<file path="src/rtl/qdac_wr_pkg.sv">
package qdac_wr_pkg;

    typedef enum logic [1:0] {
        ST_IDLE  = 2'd0,
        ST_SETUP = 2'd1,
        ST_LOW   = 2'd2,
        ST_HOLD  = 2'd3
    } wr_state_e;

    // Round a nanosecond interval up to whole clock cycles, with a floor.
    function automatic int unsigned ns_to_cyc(input int unsigned ns,
                                              input int unsigned per_ns,
                                              input int unsigned floor_cyc);
        int unsigned c;
        c = (ns + per_ns - 1) / per_ns;
        return (c < floor_cyc) ? floor_cyc : c;
    endfunction

    function automatic int unsigned umax(input int unsigned a, input int unsigned b);
        return (a > b) ? a : b;
    endfunction

endpackage

</file>
<file path="src/rtl/qdac_interval_timer.sv">
module qdac_interval_timer #(
    parameter int unsigned CNT_W = 5
) (
    input  logic             clk,
    input  logic             rst,
    input  logic             load,
    input  logic [CNT_W-1:0] load_val,
    output logic             done
);
    logic [CNT_W-1:0] cnt_q;

    always_ff @(posedge clk) begin
        if (rst)
            cnt_q <= '0;
        else if (load)
            cnt_q <= load_val;
        else if (cnt_q != '0)
            cnt_q <= cnt_q - 1'b1;
    end

    assign done = (cnt_q == '0);

    // the timer never wraps below zero
    p_no_wrap_r5: assert property (@(posedge clk) disable iff (rst)
        (!load && cnt_q == '0) |=> (cnt_q == '0));
endmodule

</file>
<file path="src/rtl/qdac_seq_fsm.sv">
module qdac_seq_fsm
    import qdac_wr_pkg::*;
#(
    parameter int unsigned SETUP_CYC = 1,
    parameter int unsigned LOW_CYC   = 20,
    parameter int unsigned HOLD_CYC  = 1,
    parameter int unsigned CNT_W     = 5
) (
    input  logic             clk,
    input  logic             rst,
    input  logic             req_valid,
    input  logic             tmr_done,
    output logic             tmr_load,
    output logic [CNT_W-1:0] tmr_val,
    output logic             accept,
    output logic             idle,
    output logic             wr_n
);
    wr_state_e state_q, state_d;
    logic      wr_n_q;

    always_comb begin
        state_d = state_q;
        unique case (state_q)
            ST_IDLE:  if (req_valid) state_d = ST_SETUP;
            ST_SETUP: if (tmr_done)  state_d = ST_LOW;
            ST_LOW:   if (tmr_done)  state_d = ST_HOLD;
            ST_HOLD:  if (tmr_done)  state_d = ST_IDLE;
            default:                 state_d = ST_IDLE;
        endcase
    end

    always_comb begin
        unique case (state_d)
            ST_SETUP: tmr_val = CNT_W'(SETUP_CYC - 1);
            ST_LOW:   tmr_val = CNT_W'(LOW_CYC - 1);
            ST_HOLD:  tmr_val = CNT_W'(HOLD_CYC - 1);
            default:  tmr_val = '0;
        endcase
    end

    assign tmr_load = (state_d != state_q);
    assign idle     = (state_q == ST_IDLE);
    assign accept   = idle && req_valid;

    always_ff @(posedge clk) begin
        if (rst) begin
            state_q <= ST_IDLE;
            wr_n_q  <= 1'b1;
        end else begin
            state_q <= state_d;
            wr_n_q  <= (state_d != ST_LOW);
        end
    end

    assign wr_n = wr_n_q;

    // the strobe is high whenever the sequencer is idle
    p_idle_strobe_high_r8: assert property (@(posedge clk) disable iff (rst)
        idle |-> wr_n);
    // the strobe only falls straight after the setup phase
    p_fall_after_setup_r4: assert property (@(posedge clk) disable iff (rst)
        $fell(wr_n) |-> ($past(state_q) == ST_SETUP));
endmodule

</file>
<file path="src/rtl/qdac_bus_hold.sv">
module qdac_bus_hold #(
    parameter int unsigned CH_W   = 2,
    parameter int unsigned CODE_W = 8
) (
    input  logic              clk,
    input  logic              rst,
    input  logic              capture,
    input  logic [CH_W-1:0]   in_ch,
    input  logic [CODE_W-1:0] in_code,
    output logic [CH_W-1:0]   out_ch,
    output logic [CODE_W-1:0] out_code
);
    always_ff @(posedge clk) begin
        if (rst) begin
            out_ch   <= '0;
            out_code <= '0;
        end else if (capture) begin
            out_ch   <= in_ch;
            out_code <= in_code;
        end
    end
endmodule

</file>
<file path="src/rtl/qdac_wr_ctrl.sv">
module qdac_wr_ctrl
    import qdac_wr_pkg::*;
#(
    parameter int unsigned CH_W          = 2,
    parameter int unsigned CODE_W        = 8,
    parameter int unsigned CLK_NS        = 10,
    parameter int unsigned ADDR_SETUP_NS = 0,
    parameter int unsigned ADDR_HOLD_NS  = 10,
    parameter int unsigned DATA_SETUP_NS = 100,
    parameter int unsigned DATA_HOLD_NS  = 10,
    parameter int unsigned PULSE_NS      = 200
) (
    input  logic              clk,
    input  logic              rst,
    input  logic              req_valid,
    output logic              req_ready,
    input  logic [CH_W-1:0]   req_ch,
    input  logic [CODE_W-1:0] req_code,
    output logic [CH_W-1:0]   dac_ch,
    output logic [CODE_W-1:0] dac_code,
    output logic              dac_wr_n,
    output logic              busy
);
    localparam int unsigned SETUP_CYC = ns_to_cyc(ADDR_SETUP_NS, CLK_NS, 1);
    localparam int unsigned LOW_CYC   = umax(ns_to_cyc(PULSE_NS, CLK_NS, 1),
                                             ns_to_cyc(DATA_SETUP_NS, CLK_NS, 1));
    localparam int unsigned HOLD_CYC  = ns_to_cyc(umax(ADDR_HOLD_NS, DATA_HOLD_NS), CLK_NS, 1);
    localparam int unsigned MAX_CYC   = umax(umax(SETUP_CYC, LOW_CYC), HOLD_CYC);
    localparam int unsigned CNT_W     = $clog2(MAX_CYC + 1);

    logic             tmr_load, tmr_done, accept, idle;
    logic [CNT_W-1:0] tmr_val;

    qdac_interval_timer #(.CNT_W(CNT_W)) u_timer (
        .clk(clk), .rst(rst), .load(tmr_load), .load_val(tmr_val), .done(tmr_done)
    );

    qdac_seq_fsm #(
        .SETUP_CYC(SETUP_CYC), .LOW_CYC(LOW_CYC), .HOLD_CYC(HOLD_CYC), .CNT_W(CNT_W)
    ) u_fsm (
        .clk(clk), .rst(rst), .req_valid(req_valid), .tmr_done(tmr_done),
        .tmr_load(tmr_load), .tmr_val(tmr_val), .accept(accept), .idle(idle),
        .wr_n(dac_wr_n)
    );

    qdac_bus_hold #(.CH_W(CH_W), .CODE_W(CODE_W)) u_bus (
        .clk(clk), .rst(rst), .capture(accept), .in_ch(req_ch), .in_code(req_code),
        .out_ch(dac_ch), .out_code(dac_code)
    );

    assign req_ready = idle;
    assign busy      = !idle;

    // Checker state: length of the current strobe-low run.
    logic [CNT_W:0] low_run;
    always_ff @(posedge clk) begin
        if (rst)
            low_run <= '0;
        else if (!dac_wr_n)
            low_run <= low_run + 1'b1;
        else
            low_run <= '0;
    end

    // each low pulse lasts exactly the derived pulse length
    always_ff @(posedge clk) begin
        if (!rst && dac_wr_n && low_run != '0)
            p_pulse_len_r5: assert (low_run == (CNT_W+1)'(LOW_CYC));
        if (!rst && !dac_wr_n)
            p_pulse_bound_r5: assert (low_run < (CNT_W+1)'(LOW_CYC));
    end

    // address and data frozen during the low phase and the cycle after it
    p_bus_stable_r6: assert property (@(posedge clk) disable iff (rst)
        !dac_wr_n |=> ($stable(dac_ch) && $stable(dac_code)));
    // a request held while busy does not reach the bus
    p_no_take_busy_r7: assert property (@(posedge clk) disable iff (rst)
        (req_valid && busy) |=> ($stable(dac_ch) && $stable(dac_code)));
    // ready never coexists with a low strobe
    p_ready_strobe_r2: assert property (@(posedge clk) disable iff (rst)
        req_ready |-> dac_wr_n);
endmodule

</file>
<file path="config.mk">
export PLATFORM = sky130hd
export DESIGN_NAME = qdac_wr_ctrl
export DESIGN_NICKNAME = d
export VERILOG_FILES = /design/src/rtl/qdac_wr_pkg.sv /design/src/rtl/qdac_interval_timer.sv /design/src/rtl/qdac_seq_fsm.sv /design/src/rtl/qdac_bus_hold.sv /design/src/rtl/qdac_wr_ctrl.sv
export SDC_FILE = /design/constraint.sdc
export NUM_CORES = 1
export LEC_CHECK = 0
export BUFFER_PORTS_ARGS = -buffer_cell sky130_fd_sc_hd__buf_4
export CORE_ASPECT_RATIO = 1.2
export CORE_MARGIN = 3
export CORE_UTILIZATION = 30
export DETAILED_ROUTE_END_ITERATION = 10
export PLACE_DENSITY = 0.54
export SLEW_MARGIN = 20
export SYNTH_ARGS = -nofsm -noshare
export SYNTH_HDL_FRONTEND = slang
export SYNTH_SLANG_ARGS = --single-unit
export TNS_END_PERCENT = 100
</file>
<file path="constraint.sdc">
create_clock -name clk -period 4.5 [get_ports clk]
set_clock_uncertainty 0.2 [all_clocks]
set_input_delay 0.675 -clock clk [delete_from_list [all_inputs] [get_ports clk]]
set_output_delay 0.675 -clock clk [all_outputs]
set_load 0.02 [all_outputs]
</file>
==> results of run 1 <==
==> where the power goes <==
group,switching [W],internal [W]
clock,0.0000469,0.0000311
sequential,0.0000384,0.000203
combinational,0.000165,0.000151
total,0.000251,0.000384
==> critical path, delay by kind of cell, from the launching register on <==
kind / cells / cell delay, ns
DFF: 1 / 0.40
and+or+nand+nor: 1 / 0.36
buffers and inverters: 2 / 0.23
==> cell usage after synthesis (all sizes together) (2+ instances only) <==
library cell	instances	area share (%)
a221oi	2	2.3
a21oi	3	2.0
buf	3	2.6
inv	4	2.0
ha	2	3.3
xnor2	2	2.3
nor3b	2	2.0
mux2i	10	13
dfxtp	18	47
nor2	11	5.4
a21o	3	3.0
a211oi	2	2.0
o21ai	2	1.3
==> metrics by stage <==
step	hold slack, ns	total power, W
after floorplan	0.268	0.000471
after global placement	0.279	0.000555
after detailed placement	0.288	0.000559
after CTS	0.311	0.000640
after global routing	0.340	0.000695
final	0.306	0.000635
==> logic make-up (layout without fill, tap and decap cells) <==
logic type	after synthesis	after routing	synth area share, %
fa+ha+maj	2	2	3.28
simple gates	22	22	16.1
flops	18	18	47.3
compound gates	14	14	12.8
buf+inv	8	32	5.09
xor+xnor	2	2	2.30
mux	10	10	13.1
==> flip-flops by register name, indices dropped and copies added (netlist names) <==
signal          flops
u_bus.out_ch        2
u_bus.out_code      8
u_timer.cnt_q       5
u_fsm.state_q       2
u_fsm.wr_n          1
==> cell type report <==
type,count,share of cell area [%]
well taps,31,3.88
inverters,4,1.50
multi-input cells,50,37.5
repair buffers,25,18.8
clock buffers,3,2.26
flip-flops and latches,18,36.1
==> metal layers <==
layer | vias up | wire [um]
li1 | 316 | -
met1 | 287 | 721
met2 | 22 | 696
met3 | 2 | 135
met4 | 0 | 18
met5 | - | 0
==> path summary, 6_finish.rpt <==
kind | start | end | cells past startpoint
setup / recovery | u_fsm.state_q[1]$_SDFF_PP0_ | req_ready | 3
hold / removal | u_bus.out_code[5]$_SDFFE_PP0P_ | u_bus.out_code[5]$_SDFFE_PP0P_ | 2
setup reg to reg | u_timer.cnt_q[0]$_SDFFE_PP0P_ | u_fsm.state_q[0]$_SDFF_PP0_ | 5
hold reg to reg | u_bus.out_code[5]$_SDFFE_PP0P_ | u_bus.out_code[5]$_SDFFE_PP0P_ | 2
==> reports/qor.yml, run 1 <==
placed_design:
  dp_cells: 128
  globalplace.congestion: 0.817
  portBuffers: 25
  place_area_um2: 970
  post-place-ws_ns: 2.18
  dp_hpwl_mm: 1.15
synth:
  synth_edf_count: 0
  syn_nets: 91
  syn_area_per_cell_um2: 10.0
  syn_inst: 76
  synth_seq_area_share_pct: 47.3
  synth-seq-cells: 18
  async_flop_share_pct: 0
  synth_area_um2: 762
  synth_ff_type: "dfxtp_1"
  ys_warn_count: 0
  synth.distinct_cells: 27
die:
  rows: 19
  die_w_um: 52.0
  initial_core_util_pct: 32.4
  dieHeight_um: 61.2
  io_pins: 26
  core_area_um2: 2350
  dieArea_um2: 3180
timing:
  fin_setup_tns_ns: 0
  finalCritPeriodShare_pct: 47.6
  hold_viol: 0
  timing.fmax_mhz: 467
  period_minus_slack_ns: 2.14
  slew_viol_final: 0
  grt_setup_unrepaired: "no"
  tightestPinTransition_ns: 0.875
  slew_headroom_pct: 40.8
  finalSetupViolations: 0
  setup_slack_ns: 2.36
clock_network:
  cts_buffers: 3
  cts_setup_buffers: 0
  clk_path_buf_depth: 2
  hold_buffers: 0
  cts.repair.resized: 0
  clock_sink_count: 18
  cts-root-buf: "clkbuf_4"
  h-tree-depth: 1
  clkLatencyLatePin_ns: 0.28
  cts_tree: "yes"
  clk_pin_slew_ns: 0.10
global_route:
  antenna_found_initial: 0
  track_usage_pct: 11.8
  grt_pass1_vias: 621
  grt_max_degree: 17
  use_met1_pct: 15.8
  grtUsageMet3_pct: 2.91
  met2_usage_pct: 17.1
  grt_pass1_wl_mm: 2.81
  grt-ovfl-total: 0
  grt-busiest-layer: "met2"
worst_setup_path:
  setup.worst_path.end_class: "primary output"
  cpPeakStageDelay_ns: 0.40
  startpoint_type: "flip-flop"
  worst_ep_required_time_ns: 3.62
  path_cells: "or2_2 > inv_1 > buf_4"
  cp_data_arrival_time_ns: 1.27
  critPathMaxFanout: 8
  rrSetupSlack_ns: 2.48
  cp_slowest_cell: "dfxtp_1"
  critical_path_class: "reg2out"
drt:
  drc: 0
  vias_per_cell: 4.79
  ant_nets: 0
  first_pass_iters: 4
  vias: 627
  wirelength_mm: 1.57
  wl_per_cell_um: 12.0
  drtIter0Drc: 10
final_layout:
  fin_util_pct: 42.4
  instances_no_fill: 131
  final_common_cell: "buf_4"
  fillers: 242
  diodes: 0
  syn_to_final_growth_pct: 31.0
  fin_area_um2: 998
  regArea_um2: 360
  mostFrequentLayoutCells: "buf_4, dfxtp_1, nor2_1"
  multi_input_area_um2: 374
  drive_gt1_share_pct: 32.0
  final_nets: 117
power_and_ir_drop:
  p_leak_nw: 0.438
  p_per_area_nw_per_um2: 636
  vdd_drop_max_mv: 0.243
hold_path:
  hp-class: "reg2reg"
run_status:
  outcome: "finished, final reports clean"
job:
  maxCapViolCount: 0
Note: power is estimated with default switching activity, not from simulation.
==> inputs of run 2 (changes only) <==
==> constraint.sdc (replaced) <==
create_clock -name clk -period 2 [get_ports clk]
set_clock_uncertainty 0.2 [all_clocks]
set_input_delay 0.3 -clock clk [delete_from_list [all_inputs] [get_ports clk]]
set_output_delay 0.3 -clock clk [all_outputs]
set_load 0.02 [all_outputs]
==> run 2 against run 1 <==
Effect of this change: first-iteration DRC count up 20%; combinational power up 140%; sequential share of layout area down 1.0 points; largest cell class unchanged; via count up 4.0%; critical path type is now reg2reg.
==> reports/qor.yml, run 2 (same netlist as run 1, synthesis figures left out) <==
worst_setup_path:
  worst_ep_required_time_ns: 1.99  # -1.63 ns
  cp_top_family: "simple AND/OR/NAND/NOR gates"
  startpoint_type: "flip-flop"
  cp_data_arrival_time_ns: 1.85  # +0.58 ns
  path_cells: "inv_1 > ha_1 > or4b_4 > or3_4 > a21o_1"
  setup.worst_path.end_class: "flip-flop"
  crit_buf_inv: 1  # -1
  cp_slowest_cell: "or4b_4"
  critical_path_class: "reg2reg"
  critPathMaxFanout: 4  # -4
  cpPeakStageDelay_ns: 0.47  # +0.07 ns
timing:
  grt_setup_unrepaired: "no"
  finalCritPeriodShare_pct: 92.7
  finalSetupViolations: 0  # unchanged
  fin_setup_tns_ns: 0  # unchanged
  slew_viol_final: 0  # unchanged
  setup_slack_ns: 0.146  # -2.21 ns
  tightestPinTransition_ns: 0.614  # -0.261 ns
  timing.fmax_mhz: 540
  slew_headroom_pct: 58.9  # +18 points
  period_minus_slack_ns: 1.85
  hold_viol: 0  # unchanged
global_route:
  antenna_found_initial: 0  # unchanged
  grt_pass1_vias: 626  # +0.81%
  grt_max_degree: 17  # unchanged
  track_usage_pct: 12.1  # +0.25 points
  grt-ovfl-total: 0  # unchanged
  grt_pass1_wl_mm: 2.81  # unchanged
final_layout:
  drive_gt1_share_pct: 34.0  # +2.0 points
  mostFrequentLayoutCells: "buf_4, dfxtp_1, nor2_1"
  reg.largest.list: "u_bus.out_code x8, u_timer.cnt_q x5"
  fin_area_um2: 1030  # +2.9%
  syn_to_final_growth_pct: 34.8
  final_common_cell: "buf_4"
  regMostFlops: "u_bus.out_code"
  regArea_um2: 360  # unchanged
  diodes: 0  # unchanged
  largest_register_ffs: 8  # unchanged
  final_nets: 120  # +2.6%
  fillers: 251  # +3.7%
  multi_input_area_um2: 368  # -1.7%
  fin_util_pct: 43.6  # +1.2 points
die:
  die_w_um: 52.0  # unchanged
  rows: 19  # unchanged
  dieArea_um2: 3180  # unchanged
  io_pins: 26  # unchanged
  initial_core_util_pct: 32.4  # unchanged
  dieHeight_um: 61.2  # unchanged
  core_area_um2: 2350  # unchanged
power_and_ir_drop:
  power_switching_w: 0.000558  # +120%
  switching_share_pct: 38.1  # -1.4 points
  power_frac_clock_pct: 11.7  # -0.6 points
  p_per_area_nw_per_um2: 1430  # +120%
  vdd_drop_max_mv: 0.653  # +170%
  p_leak_nw: 0.456  # +4.0%
  p_comb_share_pct: 51.8  # +2.0 points
  pwr-share-seq_pct: 36.5  # -1.4 points
  intPower_w: 0.000907  # +140%
  design_power_total_w: 0.00147  # +130%
clock_network:
  h-tree-depth: 1  # unchanged
  clkLatencyLatePin_ns: 0.28  # about the same
  clk_pin_slew_ns: 0.10  # about the same
  hold_buffers: 0  # unchanged
  clk_path_buf_depth: 2  # unchanged
  cts_tree: "yes"
  clock_sink_count: 18  # unchanged
  cts_setup_buffers: 0  # unchanged
  cts-root-buf: "clkbuf_4"
  cts_buffers: 3  # unchanged
  cts.repair.resized: 0  # unchanged
drt:
  vias_per_cell: 4.87  # +1.7%
  ant_nets: 0  # unchanged
  drc: 0  # unchanged
  top_layer: "met4"
  wl_per_cell_um: 11.9  # -0.56%
  drtIter0Drc: 12  # +2
  routed-wl-met3_um: 122  # -9.6%
  first_pass_iters: 4  # unchanged
  vias: 652  # +4.0%
  met1_length_um: 726  # +0.69%
  wl_met2_um: 721  # +3.6%
  wirelength_mm: 1.60  # +1.7%
placed_design:
  post-place-ws_ns: 0.161  # -2.02 ns
  portBuffers: 25  # unchanged
  dp_hpwl_mm: 1.26  # +9.4%
  globalplace.congestion: 0.888  # +8.7%
  place_area_um2: 1000  # +3.6%
job:
  maxCapViolCount: 0  # unchanged
hold_path:
  hp-class: "in2reg"
run_status:
  outcome: "finished, final reports clean"
[run 2: per-stage QoR]
step,hold slack (ns),cells
2_1_floorplan,0.247,76
3_3_place_gp,0.275,131
3_5_place_dp,0.286,131
4_1_cts,0.0409,134
5_1_grt,0.0509,134
6_report,0.0431,134
[run 2: power groups by stage]
stage	registers, W	logic [W]	clock network, W
after floorplan	0.000567	0.000492	0
after global placement	0.000541	0.000758	0
after detailed placement	0.000541	0.000766	0
after CTS	0.000533	0.000767	0.000181
after global routing	0.000553	0.000842	0.000195
final	0.000535	0.000759	0.000172
[run 2: layout make-up]
type	count	share of cell area [%]
Clock buffer	3	2.19
Inverter	4	1.46
Multi-Input combinational cell	50	35.8
Sequential cell	18	35.1
Tap cell	31	3.78
Timing Repair Buffer	28	21.7
[run 2: layer usage]
metal | global-route usage [%] | vias to the layer above
li1 | - | 321
met1 | 14.6 | 301
met2 | 19.4 | 26
met3 | 3.39 | 4
met4 | 6.74 | 0
met5 | 0 | -
[run 2: final timing paths]
path / start / cells after the start / to / slack [ns]
setup / recovery: u_timer.cnt_q[0]$_SDFFE_PP0P_ / 5 / u_fsm.wr_n$_SDFF_PP1_ / 0.15
hold / removal: req_code[5] / 3 / u_bus.out_code[5]$_SDFFE_PP0P_ / 0.04
setup reg to reg: u_timer.cnt_q[0]$_SDFFE_PP0P_ / 5 / u_fsm.wr_n$_SDFF_PP1_ / 0.15
hold reg to reg: u_bus.out_code[2]$_SDFFE_PP0P_ / 2 / u_bus.out_code[2]$_SDFFE_PP0P_ / 0.30
[run 2: tightest hold or removal path, delay by kind of cell]
kind | cells | cell delay, ns
buffers and inverters | 1 | 0.08
AND/OR/NAND/NOR | 1 | 0.07
multiplexers | 1 | 0.05
